--- src/rtl/utxq_pkg.sv ---
`timescale 1ns/1ps
package utxq_pkg;
  // what the shifter takes on at a character boundary
  typedef enum logic [1:0] {
    LD_NONE = 2'd0,
    LD_BRK  = 2'd1,
    LD_IDLE = 2'd2,
    LD_DATA = 2'd3
  } load_kind_e;
endpackage

--- src/rtl/utxq_queue.sv ---
`timescale 1ns/1ps
// Edge detection on enable and send-break; pending break / idle flags.
module utxq_queue (
  input  logic clk,
  input  logic rst_n,
  input  logic tx_enable,
  input  logic brk_req,
  input  logic take_brk,
  input  logic take_idle,
  output logic brk_pend,
  output logic idle_pend
);
  logic en_q, brk_q, brk_pend_q, idle_pend_q;
  logic brk_rise, en_rise, brk_pend_d, idle_pend_d;

  always_comb begin
    brk_rise    = brk_req & ~brk_q & tx_enable;
    en_rise     = tx_enable & ~en_q;
    // a break that loads while the request is still high re-arms itself
    brk_pend_d  = brk_rise | (take_brk ? (brk_req & tx_enable) : brk_pend_q);
    idle_pend_d = en_rise | (idle_pend_q & ~take_idle);
  end

  always_ff @(posedge clk or negedge rst_n) begin
    if (!rst_n) begin
      en_q        <= 1'b0;
      brk_q       <= 1'b0;
      brk_pend_q  <= 1'b0;
      idle_pend_q <= 1'b0;
    end else begin
      en_q        <= tx_enable;
      brk_q       <= brk_req;
      brk_pend_q  <= brk_pend_d;
      idle_pend_q <= idle_pend_d;
    end
  end

  assign brk_pend  = brk_pend_q;
  assign idle_pend = idle_pend_q;
endmodule

--- src/rtl/utxq_holding.sv ---
`timescale 1ns/1ps
// Single-entry holding register with empty and complete flags.
module utxq_holding #(
  parameter int DATA_W = 8
) (
  input  logic              clk,
  input  logic              rst_n,
  input  logic              wr_en,
  input  logic [DATA_W-1:0] wr_data,
  input  logic              take_data,
  input  logic              take_any,
  input  logic              drained,
  output logic [DATA_W-1:0] hold_data,
  output logic              hold_full,
  output logic              done
);
  logic [DATA_W-1:0] data_q;
  logic              full_q, done_q, full_d, done_d;

  always_comb begin
    full_d = wr_en | (full_q & ~take_data);
    if (wr_en)         done_d = 1'b0;
    else if (take_any) done_d = 1'b0;
    else if (drained)  done_d = 1'b1;
    else               done_d = done_q;
  end

  always_ff @(posedge clk or negedge rst_n) begin
    if (!rst_n) begin
      data_q <= '0;
    end else if (wr_en) begin
      data_q <= wr_data;
    end
  end

  always_ff @(posedge clk or negedge rst_n) begin
    if (!rst_n) begin
      full_q <= 1'b0;
      done_q <= 1'b1;
    end else begin
      full_q <= full_d;
      done_q <= done_d;
    end
  end

  assign hold_data = data_q;
  assign hold_full = full_q;
  assign done      = done_q;
endmodule

--- src/rtl/utxq_shifter.sv ---
`timescale 1ns/1ps
// Shift register, bit counter and boundary arbitration.
module utxq_shifter
  import utxq_pkg::*;
#(
  parameter int DATA_W     = 8,
  parameter int LONG_EXTRA = 3
) (
  input  logic              clk,
  input  logic              rst_n,
  input  logic              bit_tick,
  input  logic              brk_pend,
  input  logic              idle_pend,
  input  logic              data_rdy,
  input  logic [DATA_W-1:0] hold_data,
  input  logic              ninth_bit,
  input  logic              mode9,
  input  logic              brk_long,
  output logic              txd,
  output logic              active,
  output load_kind_e        load_kind,
  output logic              drained
);
  localparam int BASE_LEN = DATA_W + 2;
  localparam int SH_W     = DATA_W + 3 + LONG_EXTRA;
  localparam int CNT_W    = $clog2(SH_W + 1);

  logic [SH_W-1:0]  sh_q, sh_d;
  logic [CNT_W-1:0] cnt_q, cnt_d, char_len, brk_len;
  logic             act_q, act_d, boundary;

  always_comb begin
    char_len = CNT_W'(BASE_LEN) + CNT_W'(mode9);
    brk_len  = char_len + (brk_long ? CNT_W'(LONG_EXTRA) : '0);
    boundary = bit_tick & (~act_q | (cnt_q == CNT_W'(1)));

    if (!boundary)      load_kind = LD_NONE;
    else if (brk_pend)  load_kind = LD_BRK;
    else if (idle_pend) load_kind = LD_IDLE;
    else if (data_rdy)  load_kind = LD_DATA;
    else                load_kind = LD_NONE;

    drained = boundary & act_q & (load_kind == LD_NONE);

    sh_d  = sh_q;
    cnt_d = cnt_q;
    act_d = act_q;
    unique case (load_kind)
      LD_BRK: begin
        sh_d  = '0;
        cnt_d = brk_len;
        act_d = 1'b1;
      end
      LD_IDLE: begin
        sh_d  = '1;
        cnt_d = char_len;
        act_d = 1'b1;
      end
      LD_DATA: begin
        sh_d             = '1;
        sh_d[0]          = 1'b0;
        sh_d[DATA_W:1]   = hold_data;
        if (mode9) sh_d[DATA_W+1] = ninth_bit;
        cnt_d = char_len;
        act_d = 1'b1;
      end
      default: begin
        if (boundary) begin
          act_d = 1'b0;
        end else if (bit_tick && act_q) begin
          sh_d  = {1'b1, sh_q[SH_W-1:1]};
          cnt_d = cnt_q - CNT_W'(1);
        end
      end
    endcase
  end

  always_ff @(posedge clk or negedge rst_n) begin
    if (!rst_n) begin
      sh_q  <= '1;
      cnt_q <= '0;
      act_q <= 1'b0;
    end else begin
      sh_q  <= sh_d;
      cnt_q <= cnt_d;
      act_q <= act_d;
    end
  end

  assign txd    = act_q ? sh_q[0] : 1'b1;
  assign active = act_q;
endmodule

--- src/rtl/utxq_tx.sv ---
`timescale 1ns/1ps
// Top: queued asynchronous serial transmitter.
module utxq_tx
  import utxq_pkg::*;
#(
  parameter int DATA_W     = 8,
  parameter int LONG_EXTRA = 3
) (
  input  logic              clk,
  input  logic              rst_n,
  input  logic              bit_tick,
  input  logic              wr_en,
  input  logic [DATA_W-1:0] wr_data,
  input  logic              ninth_bit,
  input  logic              tx_enable,
  input  logic              brk_req,
  input  logic              brk_long,
  input  logic              mode9,
  output logic              txd,
  output logic              hold_empty,
  output logic              tx_done,
  output logic              line_own
);
  load_kind_e        load_kind;
  logic              brk_pend, idle_pend, active, drained;
  logic              hold_full;
  logic [DATA_W-1:0] hold_data;

  utxq_queue queue_i (
    .clk       (clk),
    .rst_n     (rst_n),
    .tx_enable (tx_enable),
    .brk_req   (brk_req),
    .take_brk  (load_kind == LD_BRK),
    .take_idle (load_kind == LD_IDLE),
    .brk_pend  (brk_pend),
    .idle_pend (idle_pend)
  );

  utxq_holding #(.DATA_W(DATA_W)) hold_i (
    .clk       (clk),
    .rst_n     (rst_n),
    .wr_en     (wr_en),
    .wr_data   (wr_data),
    .take_data (load_kind == LD_DATA),
    .take_any  (load_kind != LD_NONE),
    .drained   (drained),
    .hold_data (hold_data),
    .hold_full (hold_full),
    .done      (tx_done)
  );

  utxq_shifter #(.DATA_W(DATA_W), .LONG_EXTRA(LONG_EXTRA)) shift_i (
    .clk       (clk),
    .rst_n     (rst_n),
    .bit_tick  (bit_tick),
    .brk_pend  (brk_pend),
    .idle_pend (idle_pend),
    .data_rdy  (hold_full & tx_enable),
    .hold_data (hold_data),
    .ninth_bit (ninth_bit),
    .mode9     (mode9),
    .brk_long  (brk_long),
    .txd       (txd),
    .active    (active),
    .load_kind (load_kind),
    .drained   (drained)
  );

  assign hold_empty = ~hold_full;
  assign line_own   = tx_enable | active | brk_pend | idle_pend;
endmodule

--- config.mk ---
export PLATFORM = sky130hd
export DESIGN_NAME = utxq_tx
export DESIGN_NICKNAME = d
export VERILOG_FILES = /design/src/rtl/utxq_pkg.sv /design/src/rtl/utxq_queue.sv /design/src/rtl/utxq_holding.sv /design/src/rtl/utxq_shifter.sv /design/src/rtl/utxq_tx.sv
export SDC_FILE = /design/constraint.sdc
export NUM_CORES = 1
export LEC_CHECK = 0
export CORE_ASPECT_RATIO = 2
export CORE_MARGIN = 2
export CORE_UTILIZATION = 30
export CTS_CLUSTER_SIZE = 28
export DETAILED_ROUTE_END_ITERATION = 8
export PLACE_DENSITY_LB_ADDON = 0.2
export RECOVER_POWER = 25
export SLEW_MARGIN = 10
export SYNTH_ARGS = -nofsm -noshare
export SYNTH_HDL_FRONTEND = slang
export SYNTH_SLANG_ARGS = --single-unit
--- constraint.sdc ---
create_clock -name clk -period 5.2 [get_ports clk]
set_input_delay 0.78 -clock clk [delete_from_list [all_inputs] [get_ports clk]]
set_output_delay 0.78 -clock clk [all_outputs]
set_load 0.05 [all_outputs]
==> results by group <==
Clocking
  • Clock Latency Late Sink: around 280 ps
  • Hold buffers post-CTS: 0
  • Resize count post-CTS: 0
  • Clock Pin Slew Worst Setup and Hold Paths: 70 ps
  • Setup bufs post-CTS: 0
  • Clk sink count: 33
  • Inserted Clock Buffers: 5
  • CTS tree: done
  • Root buffer cell: clkbuf_8
  • CTS H-tree lvls: 2
  • Clock Path Buffers: 2

Final layout
  • Design Area, Final: ~2000 um2
  • FF+latch area: roughly 840 um2
  • Most frequent cells in the layout: 22 x o21ai_0, 20 x a21oi_1, 18 x dfrtp_1, 17 x clkdlybuf4s50_1
  • Nets: 215
  • Most common cell after layout, fill and taps aside: o21ai_0
  • Antenna cell count: 0
  • Layout cells sized above 1: 0.175
  • Multi-input gate area: around 750 um2
  • Area growth syn-to-layout: 19.5%
  • Post-layout util: 0.371
  • Filler instances: about 580

Power and ir drop
  • Max IR drop VDD: 305 uV
  • Net Sw Frac: 0.369
  • Combinational share of power: 0.390
  • Switching pwr: about 380 uW
  • Internal: approximately 650 uW
  • PwrDens: between 500 and 600 nW/um2
  • Static leakage: approximately 0.00085 uW
  • Flop pwr share: 0.423
  • Clock share of power: 0.187
  • Total power draw: between 1000 and 1500 uW

Synth
  • Syn avg cell area: ~10 um2
  • Mapped Cells: 168
  • Cell variety after synth: 33
  • Synth area leaders: dfrtp_1 27%, dfstp_2 23%, ha_1 7.4%
  • Yosys warns: 0
  • Mapped Nets: 195
  • Mapped Area: 1680 um2
  • Seq/Total Area, Yosys: 0.502
  • Top-area cell type share of the netlist area: 0.268
  • Synth area leader: dfrtp_1
  • Flops & latches, synth: 33

Routing
  • Initial drt markers: 25
  • DR vias/cell: about 5
  • Vias: around 1200
  • DRC: 0
  • Pre-Repair DR Iteration Count: 4
  • Wirelength per Cell: ~13 um
  • WL final: approximately 3300 um
  • Antenna Violating Nets Remaining: 0

Worst setup path
  • CP Launch Point: bit_tick
  • FF-to-FF Start: shift_i.cnt_q[1]
  • Register-to-Register Path Depth: 8
  • Data arrival, critical path: 3570 ps
  • Worst r2r dst: shift_i.sh_q[9]
  • Kind of critical path: primary input to register
  • Max FO, Critical Path: 27
  • Critical Path Source Type: primary input
  • Worst reg-to-reg setup slack: between 2000 and 2500 ps
  • CP Capture Type: register
  • Worst Path Required: around 5400 ps
  • Crit path capture: shift_i.sh_q[9]

STA
  • Worst-Margin Slew: 1740 ps
  • Hold WS: roughly 450 ps
  • RSZ-0062 raised after global routing: false
  • Maximum clock frequency: around 300 MHz
  • Final worst path period share: 0.648
  • Fin. Hold Viols: 0
  • Minimum clock period: 3370 ps
  • Slew HR: -0.159
  • Setup_tns: 0 ps
  • Setup Skew: 9.40 ps
  • Fin. max-slew vios: 34
  • Setup-failing EPs final: 0

Die
  • Initial core utilization: 0.310
  • Die area: 6260 um2
  • Die Ht: between 100 and 150 um
  • Core ar.: 5420 um2
  • Cell row count: 38
  • Ports: 21
  • Die extent in x: 57.0 um

Status
  • Status: complete, but fails checks
  • Violations in the final reports: capacitance limit, slew limit

Flow run
  • Max-cap viol count: 1

Global route
  • Largest net degree at the start of global routing: 34
  • Vias in the first global route: approximately 1200
  • Total congestion overflow: 0
  • GRT Resource Usage Total: 0.124
  • First-pass GRT wire length: 5910 um
  • Initial antenna violation count: 0

Placement
  • Placed inst area: around 1900 um2
  • I/O Buffers: 20
  • GP Congestion: about 0.72
  • Post-DP HPWL: approximately 2400 um

Min path
  • Hold path start: queue_i.en_q
  • Worst Hold Class: register to register
## power groups by stage
| stage | combinational, uW | sequential [uW] | clock, uW |
|---|---|---|---|
| floorplan | 334 | 422 | 0 |
| global placement | 405 | 437 | 0 |
| detailed placement | 411 | 441 | 0 |
| CTS | 413 | 437 | 203 |
| global route | 464 | 449 | 213 |
| finish | 402 | 436 | 193 |
## worst min path at each step
stage               slack, ps  cells after the start           endpoint
finish                    450                      1  queue_i.idle_pend
global placement          410                      1  queue_i.idle_pend
global route              460                      1  queue_i.idle_pend
detailed placement        440                      1  queue_i.idle_pend
floorplan                 400                      1  queue_i.idle_pend
CTS                       450                      1  queue_i.idle_pend
## area by class of cell
type,count,area share
multi-input cells,114,0.372
flip-flops and latches,33,0.420
inverters,13,0.0243
clock buffers,8,0.0448
repair buffers,21,0.101
well taps,60,0.0373
## Yosys cell counts (all sizes together)
cell type,instances
a21oi,20
a2bb2oi,1
a311oi,1
a31oi,2
and2b,1
and3,2
buf,4
clkbuf,4
dfrtp,18
dfstp,15
ha,10
inv,13
mux2,9
mux2i,3
nand2,15
nand2b,1
nand3,1
nand4,1
nor2,11
nor3,2
nor3b,2
o211ai,1
o21ai,23
o21bai,1
o22a,1
o22ai,1
or2,1
or3,2
or3b,1
xnor2,1
## sequential cells by signal, summed over array words and instances (netlist names)
register / flops
shift_i.sh_q: 14
hold_i.hold_data: 8
shift_i.cnt_q: 4
hold_i.done: 1
hold_i.hold_full: 1
queue_i.brk_pend: 1
queue_i.brk_q: 1
queue_i.en_q: 1
queue_i.idle_pend: 1
shift_i.active: 1
## critical path, stage by stage
cell and delay, ps:
clkdlybuf4s50_1 580, o21ai_0 170, or3_1 460, ha_1 340
a311oi_4 820, mux2_2 410
## stage by stage
step	setup slack, ps	cells
5_1_grt	1580	249
3_5_place_dp	1550	241
2_1_floorplan	2680	168
4_1_cts	1820	249
6_report	1830	249
3_3_place_gp	1600	241
## logic make-up after synthesis
family | count (synthesis) | share of synthesized area
AO/OA/AOI/OAI | 51 | 0.174
XOR/XNOR | 1 | 0.00521
flip-flops | 33 | 0.502
adder cells (fa/ha/maj) | 10 | 0.0743
AND/OR/NAND/NOR | 40 | 0.113
multiplexers | 12 | 0.0781
buffers and inverters | 21 | 0.0535
## per-layer routing
metal / up-vias / GRT usage / part of all wire
li1: 614 / - / -
met1: 591 / 0.138 / 0.41
met2: 23 / 0.217 / 0.54
met3: 2 / 0.0318 / 0.038
met4: 0 / 0.0548 / 0.014
met5: - / 0 / 0
(Power assumes the default switching activity.)
